## src/rtl/smg_pkg.sv

```systemverilog
package smg_pkg;
  typedef enum logic [2:0] {
    M_INIT    = 3'd0,
    M_NORMAL  = 3'd1,
    M_STOP    = 3'd2,
    M_SLEEP   = 3'd3,
    M_RESTART = 3'd4
  } mode_e;

  localparam logic [1:0] REQ_NORMAL  = 2'd0;
  localparam logic [1:0] REQ_STOP    = 2'd1;
  localparam logic [1:0] REQ_SLEEP   = 2'd2;
  localparam logic [1:0] REQ_SOFTRST = 2'd3;

  localparam int IDX_MODE   = 0;
  localparam int IDX_WDOG   = 1;
  localparam int IDX_SUPPLY = 2;
  localparam int IDX_WAKE   = 3;
  localparam int IDX_STAT   = 4;
endpackage

```

## src/rtl/smg_decode.sv

```systemverilog
module smg_decode #(
  parameter int ADDR_W = 5,
  parameter int DATA_W = 8,
  parameter int NREG   = 8
) (
  input  logic [ADDR_W-1:0] addr,
  input  logic [DATA_W-1:0] data,
  output logic [NREG-1:0]   sel,
  output logic              parity_odd
);
  for (genvar i = 0; i < NREG; i++) begin : g_sel
    assign sel[i] = (addr == ADDR_W'(i));
  end

  assign parity_odd = ^data;
endmodule

```

## src/rtl/smg_policy.sv

```systemverilog
module smg_policy
  import smg_pkg::*;
#(
  parameter int DATA_W = 8,
  parameter int NREG   = 8
) (
  input  logic              cmd_valid,
  input  mode_e             mode,
  input  logic [NREG-1:0]   sel,
  input  logic [DATA_W-1:0] data,
  input  logic              parity_odd,
  input  logic              wake_any,
  input  logic [DATA_W-3:0] mode_hi,
  input  logic              supply_ls,
  input  logic              wake_pending,
  input  logic              wake_event,
  output mode_e             next_mode,
  output logic              set_fail,
  output logic              clr_fail,
  output logic              irq,
  output logic [NREG-1:0]   we,
  output logic [DATA_W-1:0] wdata
);
  logic active, in_stop, in_map;

  assign active  = (mode == M_INIT) || (mode == M_NORMAL) || (mode == M_STOP);
  assign in_stop = (mode == M_STOP);
  assign in_map  = |sel;

  always_comb begin
    next_mode = mode;
    set_fail  = 1'b0;
    clr_fail  = 1'b0;
    irq       = 1'b0;
    we        = '0;
    wdata     = data;
    if (mode == M_RESTART) begin
      next_mode = M_INIT;
    end else if (mode == M_SLEEP) begin
      if (wake_event) next_mode = M_RESTART;
    end else if (cmd_valid && active) begin
      if (sel[IDX_MODE]) begin
        case (data[1:0])
          REQ_NORMAL: begin
            we[IDX_MODE] = 1'b1;
            next_mode    = M_NORMAL;
            if (in_stop) wdata = {mode_hi, data[1:0]};
          end
          REQ_STOP: begin
            if (mode == M_INIT) begin
              we[IDX_MODE] = 1'b1;
              set_fail     = 1'b1;
              next_mode    = M_NORMAL;
            end else if (mode == M_NORMAL) begin
              we[IDX_MODE] = 1'b1;
              next_mode    = M_STOP;
              irq          = wake_pending;
            end else begin
              set_fail = 1'b1;
            end
          end
          REQ_SLEEP: begin
            if (mode == M_INIT) begin
              we[IDX_MODE] = 1'b1;
              set_fail     = 1'b1;
              next_mode    = M_NORMAL;
            end else if (mode == M_NORMAL) begin
              we[IDX_MODE] = 1'b1;
              if (wake_any) begin
                next_mode = M_SLEEP;
              end else begin
                set_fail  = 1'b1;
                next_mode = M_RESTART;
              end
            end else begin
              set_fail  = 1'b1;
              next_mode = M_RESTART;
            end
          end
          default: begin
            we[IDX_MODE] = 1'b1;
            next_mode    = M_RESTART;
          end
        endcase
      end else if (sel[IDX_WDOG]) begin
        if (parity_odd) we[IDX_WDOG] = 1'b1;
        else            set_fail     = 1'b1;
      end else if (sel[IDX_STAT]) begin
        we[IDX_STAT] = 1'b1;
        clr_fail     = data[0];
      end else if (in_map) begin
        if (in_stop) begin
          set_fail = 1'b1;
        end else begin
          we = sel;
          if (sel[IDX_SUPPLY]) wdata[0] = data[0] | supply_ls;
        end
      end
    end
  end
endmodule

```

## src/rtl/smg_state.sv

```systemverilog
module smg_state
  import smg_pkg::*;
#(
  parameter int DATA_W = 8,
  parameter int NREG   = 8
) (
  input  logic              clk,
  input  logic              rst_n,
  input  logic              cmd_valid,
  input  logic [NREG-1:0]   sel,
  input  logic [DATA_W-1:0] data,
  input  mode_e             next_mode,
  input  logic              set_fail,
  input  logic              clr_fail,
  input  logic              irq,
  input  logic [NREG-1:0]   we,
  input  logic [DATA_W-1:0] wdata,
  output mode_e             mode_q,
  output logic              fail_q,
  output logic [NREG-1:0]   we_q,
  output logic [DATA_W-1:0] wdata_q,
  output logic              irq_q,
  output logic              wake_any,
  output logic [DATA_W-3:0] mode_hi,
  output logic              supply_ls
);
  logic [DATA_W-1:0] wake_q;

  always_ff @(posedge clk or negedge rst_n) begin
    if (!rst_n) begin
      mode_q    <= M_INIT;
      fail_q    <= 1'b0;
      we_q      <= '0;
      wdata_q   <= '0;
      irq_q     <= 1'b0;
      mode_hi   <= '0;
      supply_ls <= 1'b0;
      wake_q    <= '0;
    end else begin
      mode_q  <= next_mode;
      if (set_fail)      fail_q <= 1'b1;
      else if (clr_fail) fail_q <= 1'b0;
      we_q    <= we;
      wdata_q <= wdata;
      irq_q   <= irq;
      if (we[IDX_MODE])   mode_hi   <= wdata[DATA_W-1:2];
      if (we[IDX_SUPPLY]) supply_ls <= wdata[0];
      if (we[IDX_WAKE])   wake_q    <= wdata;
    end
  end

  assign wake_any = |wake_q;

  // Stop to Sleep is redirected to Restart with nothing written
  a_r3_stop_sleep_redirect: assert property (@(posedge clk) disable iff (!rst_n)
    (cmd_valid && mode_q == M_STOP && sel[IDX_MODE] && data[1:0] == REQ_SLEEP)
    |=> (mode_q == M_RESTART && fail_q && we_q == '0));

  // Init refuses low-power requests and lands in Normal
  a_r2_init_redirect: assert property (@(posedge clk) disable iff (!rst_n)
    (cmd_valid && mode_q == M_INIT && sel[IDX_MODE] && (data[1] ^ data[0]))
    |=> (mode_q == M_NORMAL && fail_q));

  // the flag only drops on an explicit clear
  a_r9_flag_sticky: assert property (@(posedge clk) disable iff (!rst_n)
    (fail_q && !(cmd_valid && sel[IDX_STAT] && data[0])) |=> fail_q);

  // unmapped addresses are silent
  a_r12_unmapped_quiet: assert property (@(posedge clk) disable iff (!rst_n)
    (cmd_valid && sel == '0) |=> (we_q == '0 && fail_q == $past(fail_q)));

  // Restart always falls through to Init
  a_r13_restart_exit: assert property (@(posedge clk) disable iff (!rst_n)
    (mode_q == M_RESTART) |=> (mode_q == M_INIT));

  // the wake interrupt only accompanies Stop entry
  a_r10_irq_in_stop: assert property (@(posedge clk) disable iff (!rst_n)
    irq_q |-> (mode_q == M_STOP && $past(mode_q) == M_NORMAL));

  // at most one register enable per cycle
  a_r6_single_enable: assert property (@(posedge clk) disable iff (!rst_n)
    $onehot0(we_q));
endmodule

```

## src/rtl/spi_mode_guard.sv

```systemverilog
module spi_mode_guard #(
  parameter int ADDR_W = 5,
  parameter int DATA_W = 8,
  parameter int NREG   = 8
) (
  input  logic              clk,
  input  logic              rst_n,
  input  logic              cmd_valid,
  output logic              cmd_ready,
  input  logic [ADDR_W-1:0] cmd_addr,
  input  logic [DATA_W-1:0] cmd_data,
  input  logic              wake_pending,
  input  logic              wake_event,
  output logic [2:0]        mode,
  output logic [NREG-1:0]   reg_we,
  output logic [DATA_W-1:0] reg_wdata,
  output logic              fail_flag,
  output logic              wake_irq
);
  import smg_pkg::*;

  localparam int HI_W = DATA_W - 2;

  logic [NREG-1:0]   sel, we;
  logic              parity_odd, wake_any, supply_ls;
  logic              set_fail, clr_fail, irq;
  logic [HI_W-1:0]   mode_hi;
  logic [DATA_W-1:0] wdata;
  mode_e             mode_q, next_mode;

  assign cmd_ready = 1'b1;
  assign mode      = mode_q;

  smg_decode #(.ADDR_W(ADDR_W), .DATA_W(DATA_W), .NREG(NREG)) u_decode (
    .addr(cmd_addr), .data(cmd_data), .sel(sel), .parity_odd(parity_odd)
  );

  smg_policy #(.DATA_W(DATA_W), .NREG(NREG)) u_policy (
    .cmd_valid(cmd_valid), .mode(mode_q), .sel(sel), .data(cmd_data),
    .parity_odd(parity_odd), .wake_any(wake_any), .mode_hi(mode_hi),
    .supply_ls(supply_ls), .wake_pending(wake_pending), .wake_event(wake_event),
    .next_mode(next_mode), .set_fail(set_fail), .clr_fail(clr_fail),
    .irq(irq), .we(we), .wdata(wdata)
  );

  smg_state #(.DATA_W(DATA_W), .NREG(NREG)) u_state (
    .clk(clk), .rst_n(rst_n), .cmd_valid(cmd_valid), .sel(sel), .data(cmd_data),
    .next_mode(next_mode), .set_fail(set_fail), .clr_fail(clr_fail), .irq(irq),
    .we(we), .wdata(wdata), .mode_q(mode_q), .fail_q(fail_flag), .we_q(reg_we),
    .wdata_q(reg_wdata), .irq_q(wake_irq), .wake_any(wake_any),
    .mode_hi(mode_hi), .supply_ls(supply_ls)
  );
endmodule

```

## config.mk

```make
export PLATFORM = sky130hd
export DESIGN_NAME = spi_mode_guard
export DESIGN_NICKNAME = d
export VERILOG_FILES = /design/src/rtl/smg_pkg.sv /design/src/rtl/smg_decode.sv /design/src/rtl/smg_policy.sv /design/src/rtl/smg_state.sv /design/src/rtl/spi_mode_guard.sv
export SDC_FILE = /design/constraint.sdc
export NUM_CORES = 1
export LEC_CHECK = 0
export BUFFER_PORTS_ARGS = -buffer_cell sky130_fd_sc_hd__buf_4
export CELL_PAD_IN_SITES_DETAIL_PLACEMENT = 2
export CELL_PAD_IN_SITES_GLOBAL_PLACEMENT = 2
export CORE_UTILIZATION = 30
export DETAILED_ROUTE_END_ITERATION = 8
export PLACE_DENSITY_LB_ADDON = 0.1
export SLEW_MARGIN = 20
export SYNTH_ARGS = -nofsm -noshare
export SYNTH_HDL_FRONTEND = slang
export SYNTH_SLANG_ARGS = --single-unit
```

## constraint.sdc

```tcl
create_clock -name clk -period 2.14 [get_ports clk]
set_input_delay 0.107 -clock clk [delete_from_list [all_inputs] [get_ports clk]]
set_output_delay 0.107 -clock clk [all_outputs]
set_load 0.005 [all_outputs]
```

# Word-level counts from Yosys, hierarchy flattened
# Index checks and enable logic that the tools add are counted.
[word_totals]
register_bits = 36
input_bits = 18
elab_cells = 108
[classes]
n_eq_ne = 15
muxes = 70
n_bitwise = 1
reduce_logical = 14
[op_table]
columns = ["operator", "count"]
rows = [
  ["two-way mux 8 bit", 10],
  ["two-way mux 1 bit", 43],
  ["two-way mux 3 bit", 11],
  ["== test 5 x 3 -> 1 bit, second input constant", 4],
  ["OR reduction 8 bit", 2],
  ["two-way mux 7 bit", 2],
  ["== test 5 x 2 -> 1 bit, second input constant", 2],
  ["one-hot mux 3 bit (3 select lines)", 1],
  ["parity 8 bit", 1],
  ["== test 3 x 2 -> 1 bit, second input constant", 2],
  ["two-way mux 6 bit", 1],
  ["nonzero test 3 bit", 2],
  ["== test 5 x 1 -> 1 bit, second input constant", 1],
  ["logical NOT 5 bit", 1],
  ["!= test 5 x 1 -> 1 bit, second input constant", 1],
  ["two-way mux 4 bit", 1],
  ["AND reduction 4 bit", 1],
  ["== test 3 x 1 -> 1 bit, second input constant", 1],
  ["== test 3 bit, second input constant", 1],
  ["logical NOT 3 bit", 1],
  ["!= test 3 x 2 -> 1 bit, second input constant", 1],
  ["== test 2 x 1 -> 1 bit, second input constant", 1],
  ["== test 2 bit, second input constant", 1],
  ["logical NOT 2 bit", 1],
  ["other kinds (6)", 7],
]

# Depth between registers and ports, before layout
[depth]
ltp_word = 10
ltp_mapped = 7
ltp_nobuf = 7

# Hierarchy
# From an unflattened synthesis, not the netlist that was laid out.
[unflattened]
cells_unflattened = 154
hier_area_um2 = 1838.0
[by_module_without_submodules]
columns = ["mod", "instances", "cells_per_inst", "area_per_inst_um2"]
rows = [
  ["smg_state", 1, 58, 1172.4],
  ["smg_policy", 1, 73, 520.5],
  ["smg_decode", 1, 21, 133.9],
  ["spi_mode_guard", 1, 2, 11.3],
]

# Worst setup path after synthesis
# OpenSTA, ideal clock, no wires.
[synth_timing]
path_type = "reg2reg"
from = "reg u_state.mode_q[2]"
to = "reg u_state.wake_q[2]"
setup_ns = 0.125
arrival_time_ns = 1.607
required_ns = 2.015
slack_ns = 0.408
stages_incl_launch_ff = 6
n_path_buf = 0
cell_sequence = "dfrtp_1 > nor2_4 > nand4_1 > or3b_4 > clkinv_4 > mux2_4"
[synth_via]
elab_chain_len = 9
word_cells_on_any_way = 22
[synth_rtl]
columns = ["item", "line_no", "text"]
rows = [
  ["from (decl)", "smg_state.sv:18", "output mode_e mode_q,"],
  ["from (signal assigned)", "smg_state.sv:40", "mode_q <= next_mode;"],
  ["== test 3 x 2 -> 1 bit", "smg_policy.sv:26, smg_policy.sv:27", ""],
  ["two-way mux 8 bit", "smg_policy.sv:92", "if (in_stop) begin"],
  ["two-way mux 8 bit", "smg_policy.sv:91", "end else if (in_map) begin"],
  ["two-way mux 4 bit", "smg_policy.sv:88", "end else if (sel[IDX_STAT]) begin"],
  ["two-way mux 6 bit", "smg_policy.sv:85", "end else if (sel[IDX_WDOG]) begin"],
  ["two-way mux 7 bit", "smg_policy.sv:42", "if (sel[IDX_MODE]) begin"],
  ["two-way mux 8 bit", "smg_policy.sv:41", "end else if (cmd_valid && active) begin"],
  ["two-way mux 8 bit", "smg_policy.sv:39", "end else if (mode == M_SLEEP) begin"],
  ["two-way mux 8 bit *", "smg_policy.sv:37", "if (mode == M_RESTART) begin"],
  ["net u_policy.we[3]", "smg_policy.sv:21", "output logic [NREG-1:0] we,"],
  ["to (signal assigned)", "smg_state.sv:48", "if (we[IDX_WAKE]) wake_q <= wdata;"],
  ["to (decl)", "smg_state.sv:27", "logic [DATA_W-1:0] wake_q;"],
]
# The timed path passes the listed nets; every way through them passes the cells marked *.
# A chain may end at the register's enable or synchronous reset.

# Worst setup path in the final report
[layout_timing]
from = "in cmd_data[1]"
to = "reg u_state.wake_q[4]"
[layout_via]
elab_chain_len = 6
[layout_rtl]
columns = ["item", "line_no", "text"]
rows = [
  ["from (decl)", "spi_mode_guard.sv:11", "input logic [DATA_W-1:0] cmd_data,"],
  ["logical NOT 2 bit", "smg_policy.sv:43", "case (data[1:0])"],
  ["two-way mux 8 bit", "smg_policy.sv:43", ""],
  ["two-way mux 7 bit", "smg_policy.sv:42", ""],
  ["two-way mux 8 bit", "smg_policy.sv:41", ""],
  ["two-way mux 8 bit", "smg_policy.sv:39", ""],
  ["two-way mux 8 bit", "smg_policy.sv:37", ""],
  ["net u_policy.wdata[4]", "smg_policy.sv:22", "output logic [DATA_W-1:0] wdata"],
]
# The timed path passes the listed nets, and every way through them passes these cells.

==> implementation parameters <==
Parameter                              Value

Clock tree
  Clock transition at the registers of the reported paths ... 0.08 ns
  Clock H-tree levels ... 2
  Latest clock arrival within the worst-skew pair ... 0.29 ns
  Clock sinks ... 36
  Largest buffer count on any clock path ... 2
  Clock buffers created by TritonCTS ... 5
  Post-CTS Repair Setup Buffers ... 0
  Root buffer selected by CTS ... clkbuf_8
  Clock tree from TritonCTS ... yes

Place
  Port bufs ... 38
  Total instance count after detailed placement ... 257
  Global placement routability congestion ... 0.820
  Placed wire-length estimate ... 3470 um

Min path
  Min-delay src ... wake_pending
  Hold Path Class ... input pin to flop
  Sink of the worst hold path ... u_state.irq_q
  WHS Path Cells ... 3

Critical path
  CP max FO ... 6
  Kind of end point of the critical path ... flop
  WS Path Type ... input pin to flop
  Worst reg2reg path startpoint ... u_state.mode_q[0]
  CP required ... 2.31 ns
  CP Launch Type ... input pin
  Worst-case reg-to-reg path depth ... 5
  Critical Path AT ... 2.16 ns
  Critical R2R Capture ... u_state.wake_q[4]
  Reg-to-reg slack, setup ... 0.20 ns

Detailed routing
  DRC violation count after routing ... 0
  Mean number of vias per cell ... 4.90
  Antenna violation net count after detailed routing ... 0
  Detailed-route via count ... 1307
  Routed Wire Length ... 4460 um
  Detailed-routing iteration count for the pre-antenna-repair pass ... 4
  Number of DRC markers after the initial detailed-route iteration ... 40
  Wire length per cell ... 16.7 um

STA
  Setup TNS ... 0 ns
  Count of pins over their slew limit ... 0
  Setup repair after global routing missed its margin ... no
  Max frequency ... 502 MHz
  Final-report hold violation count ... 0
  Worst Hold Margin ... 0.0818 ns
  Final Skew ... 0.0101 ns
  Final Setup Violations ... 0
  Final cycle utilization of the critical path ... 93.1%
  Time the final worst path needs with I/O delays and setup ... 1.99 ns

Yosys
  Distinct cell type count after synthesis ... 44
  Cells after Synth ... 147
  Cell type with the highest aggregate area in the netlist ... dfrtp_1
  Post-synthesis register bit count ... 36
  Count of synthesis-stage warnings from yosys ... 0
  Area share of the largest cell type after synthesis ... 51.8%
  Cell types with the largest area share after synthesis ... dfrtp_1 52%, mux2_4 10%, mux2_2 3.9%
  Top flip-flop cell by instance count after synthesis ... dfrtp_1
  Syn avg cell area ... 11.8 um2
  Number of synthesized flops with an enable pin ... 0
  Sequential share of the synthesized area ... 51.8%
  Share of synthesized flip-flops with an asynchronous set or reset ... 100%
  Synth Cell Area ... 1740 um2
  Post-synthesis net count ... 169

Layout
  Core occupancy in the finished layout ... 40.9%
  Cell Count, Final, Fillers Out ... 267
  Layout area overhead ... 30.4%
  Most frequent standard cell in the layout excluding fill and tap cells ... buf_4
  Commonest cells after routing, fill and taps aside ... 42 x buf_4, 36 x dfrtp_1, 14 x nor2_1, 12 x nand2_1, 12 x mux2_4
  Share of post-route cells with drive strength above 1 ... 39.5%
  Number of antenna cells inserted ... 0
  NumNets Final ... 216

Global route
  Total GRT Usage ... 16.1%
  Initial antenna violation count ... 0
  Met1 usage in global routing ... 20.9%
  Most Crowded Layer GR ... met2
  Total global routing overflow ... 0
  Global-route wire length before repair ... 7410 um
  GR Layer Usage met2 ... 26.4%
  Pin count of the biggest net entering global routing ... 37
  Met3 global-route usage ... 3.84%
  Vias in the first global route ... 1406

Run status
  Status ... complete, no violations

Power
  Psw ... 0.688 mW
  Peak VDD IR ... 0.000363 V
  Clk pwr share ... 28.6%
  Int Power ... 1.58 mW
  Tot Pwr ... 2.27 mW
  Cell area power density ... 1000 nW/um2
  Power share of the combinational group ... 29.6%
  Switching Share ... 30.3%
  Register share of total power ... 41.8%
  Reported leakage power ... 1.10 nW

Flow run
  Max-cap check violation count ... 0

Die
  Initial standard-cell utilization of the core ... 31.4%
  Core outline area ... 5540 um2
  Horiz. Die Dim ... 78.1 um
  Number of rows created at floorplan ... 27
  Die outline area ... 6110 um2
  Height of the chip ... 78.1 um
  Number of placed I/O pins ... 40
## logic make-up (layout without fill, tap and decap cells)
logic type	count (synthesis)	in the layout	share of synthesized area, %
simple gates	49	49	15.3
other cells	1	1	0.216
buf+inv	11	59	3.38
flops	36	36	51.8
fa+ha+maj	4	4	2.88
xor+xnor	6	6	3.02
mux	19	19	14.8
compound gates	21	21	8.56
## area by class of cell
| class | instances | area, um2 |
|---|---|---|
| Fill cell | 587 | 3270 |
| Sequential cell | 36 | 901 |
| Multi-Input combinational cell | 100 | 783 |
| Timing Repair Buffer | 44 | 335 |
| Clock buffer | 7 | 96.3 |
| Tap cell | 72 | 90.1 |
| Inverter | 7 | 31.3 |
| Clock inverter | 1 | 30.0 |
## Yosys cell counts (3+ instances only)
cell	number
dfrtp_1	36
ha_1	4
inv_1	6
mux2_2	6
mux2_4	12
nand2_1	12
nand3_1	3
nand4_1	4
nor2_1	14
o21ai_0	7
xnor2_1	6
## metal layers
layer	vias to the layer above	wire length [um]
li1	609	-
met1	661	2010
met2	31	2200
met3	6	184
met4	0	56
met5	-	0
## worst max path at each step
stage                              to  slack [ns]  cells past startpoint              start
floorplan           u_state.wake_q[2]        0.41                      5  u_state.mode_q[2]
global route        u_state.mode_q[0]        0.01                      9        cmd_data[1]
global placement    u_state.wake_q[3]        0.20                      5  u_state.mode_q[0]
CTS                 u_state.wake_q[4]        0.04                      8        cmd_data[1]
finish              u_state.wake_q[4]        0.15                      8        cmd_data[1]
detailed placement  u_state.wake_q[4]        0.08                      5  u_state.mode_q[0]
## worst max-delay path, stage by stage
cell           delay [ns]
dlygate4sd3_1        0.54
buf_4                0.15
inv_1                0.10
ha_1                 0.21
nand3_1              0.11
nand2b_2             0.31
mux2_4               0.35
mux2_4               0.26
## flip-flops by register name (all words and copies together), names as in the netlist
signal / cells
u_state.mode_q: 3
u_state.fail_q: 1
u_state.wake_q: 8
u_state.irq_q: 1
u_state.mode_hi: 6
u_state.we_q: 8
u_state.supply_ls: 1
u_state.wdata_q: 8
## power groups by stage
stage / logic, mW / clock network [mW] / registers [mW]
5_1_grt: 0.742 / 0.703 / 0.972
6_report: 0.671 / 0.649 / 0.949
3_5_place_dp: 0.674 / 0 / 0.964
4_1_cts: 0.680 / 0.667 / 0.951
3_3_place_gp: 0.648 / 0 / 0.951
2_1_floorplan: 0.422 / 0 / 0.912
## per-stage QoR
stage,setup WS [ns],area (um2)
floorplan,0.408,1740
global placement,0.197,2120
detailed placement,0.0802,2120
CTS,0.0412,2260
global route,0.0135,2270
finish,0.148,2270
## repair_timing
action,CTS,global route
setup endpoints to repair,0,7
hold buffers,2,0
resized for setup,0,2
hold endpoints to repair,37,0
No activity file was read; power rests on OpenSTA's default activity.
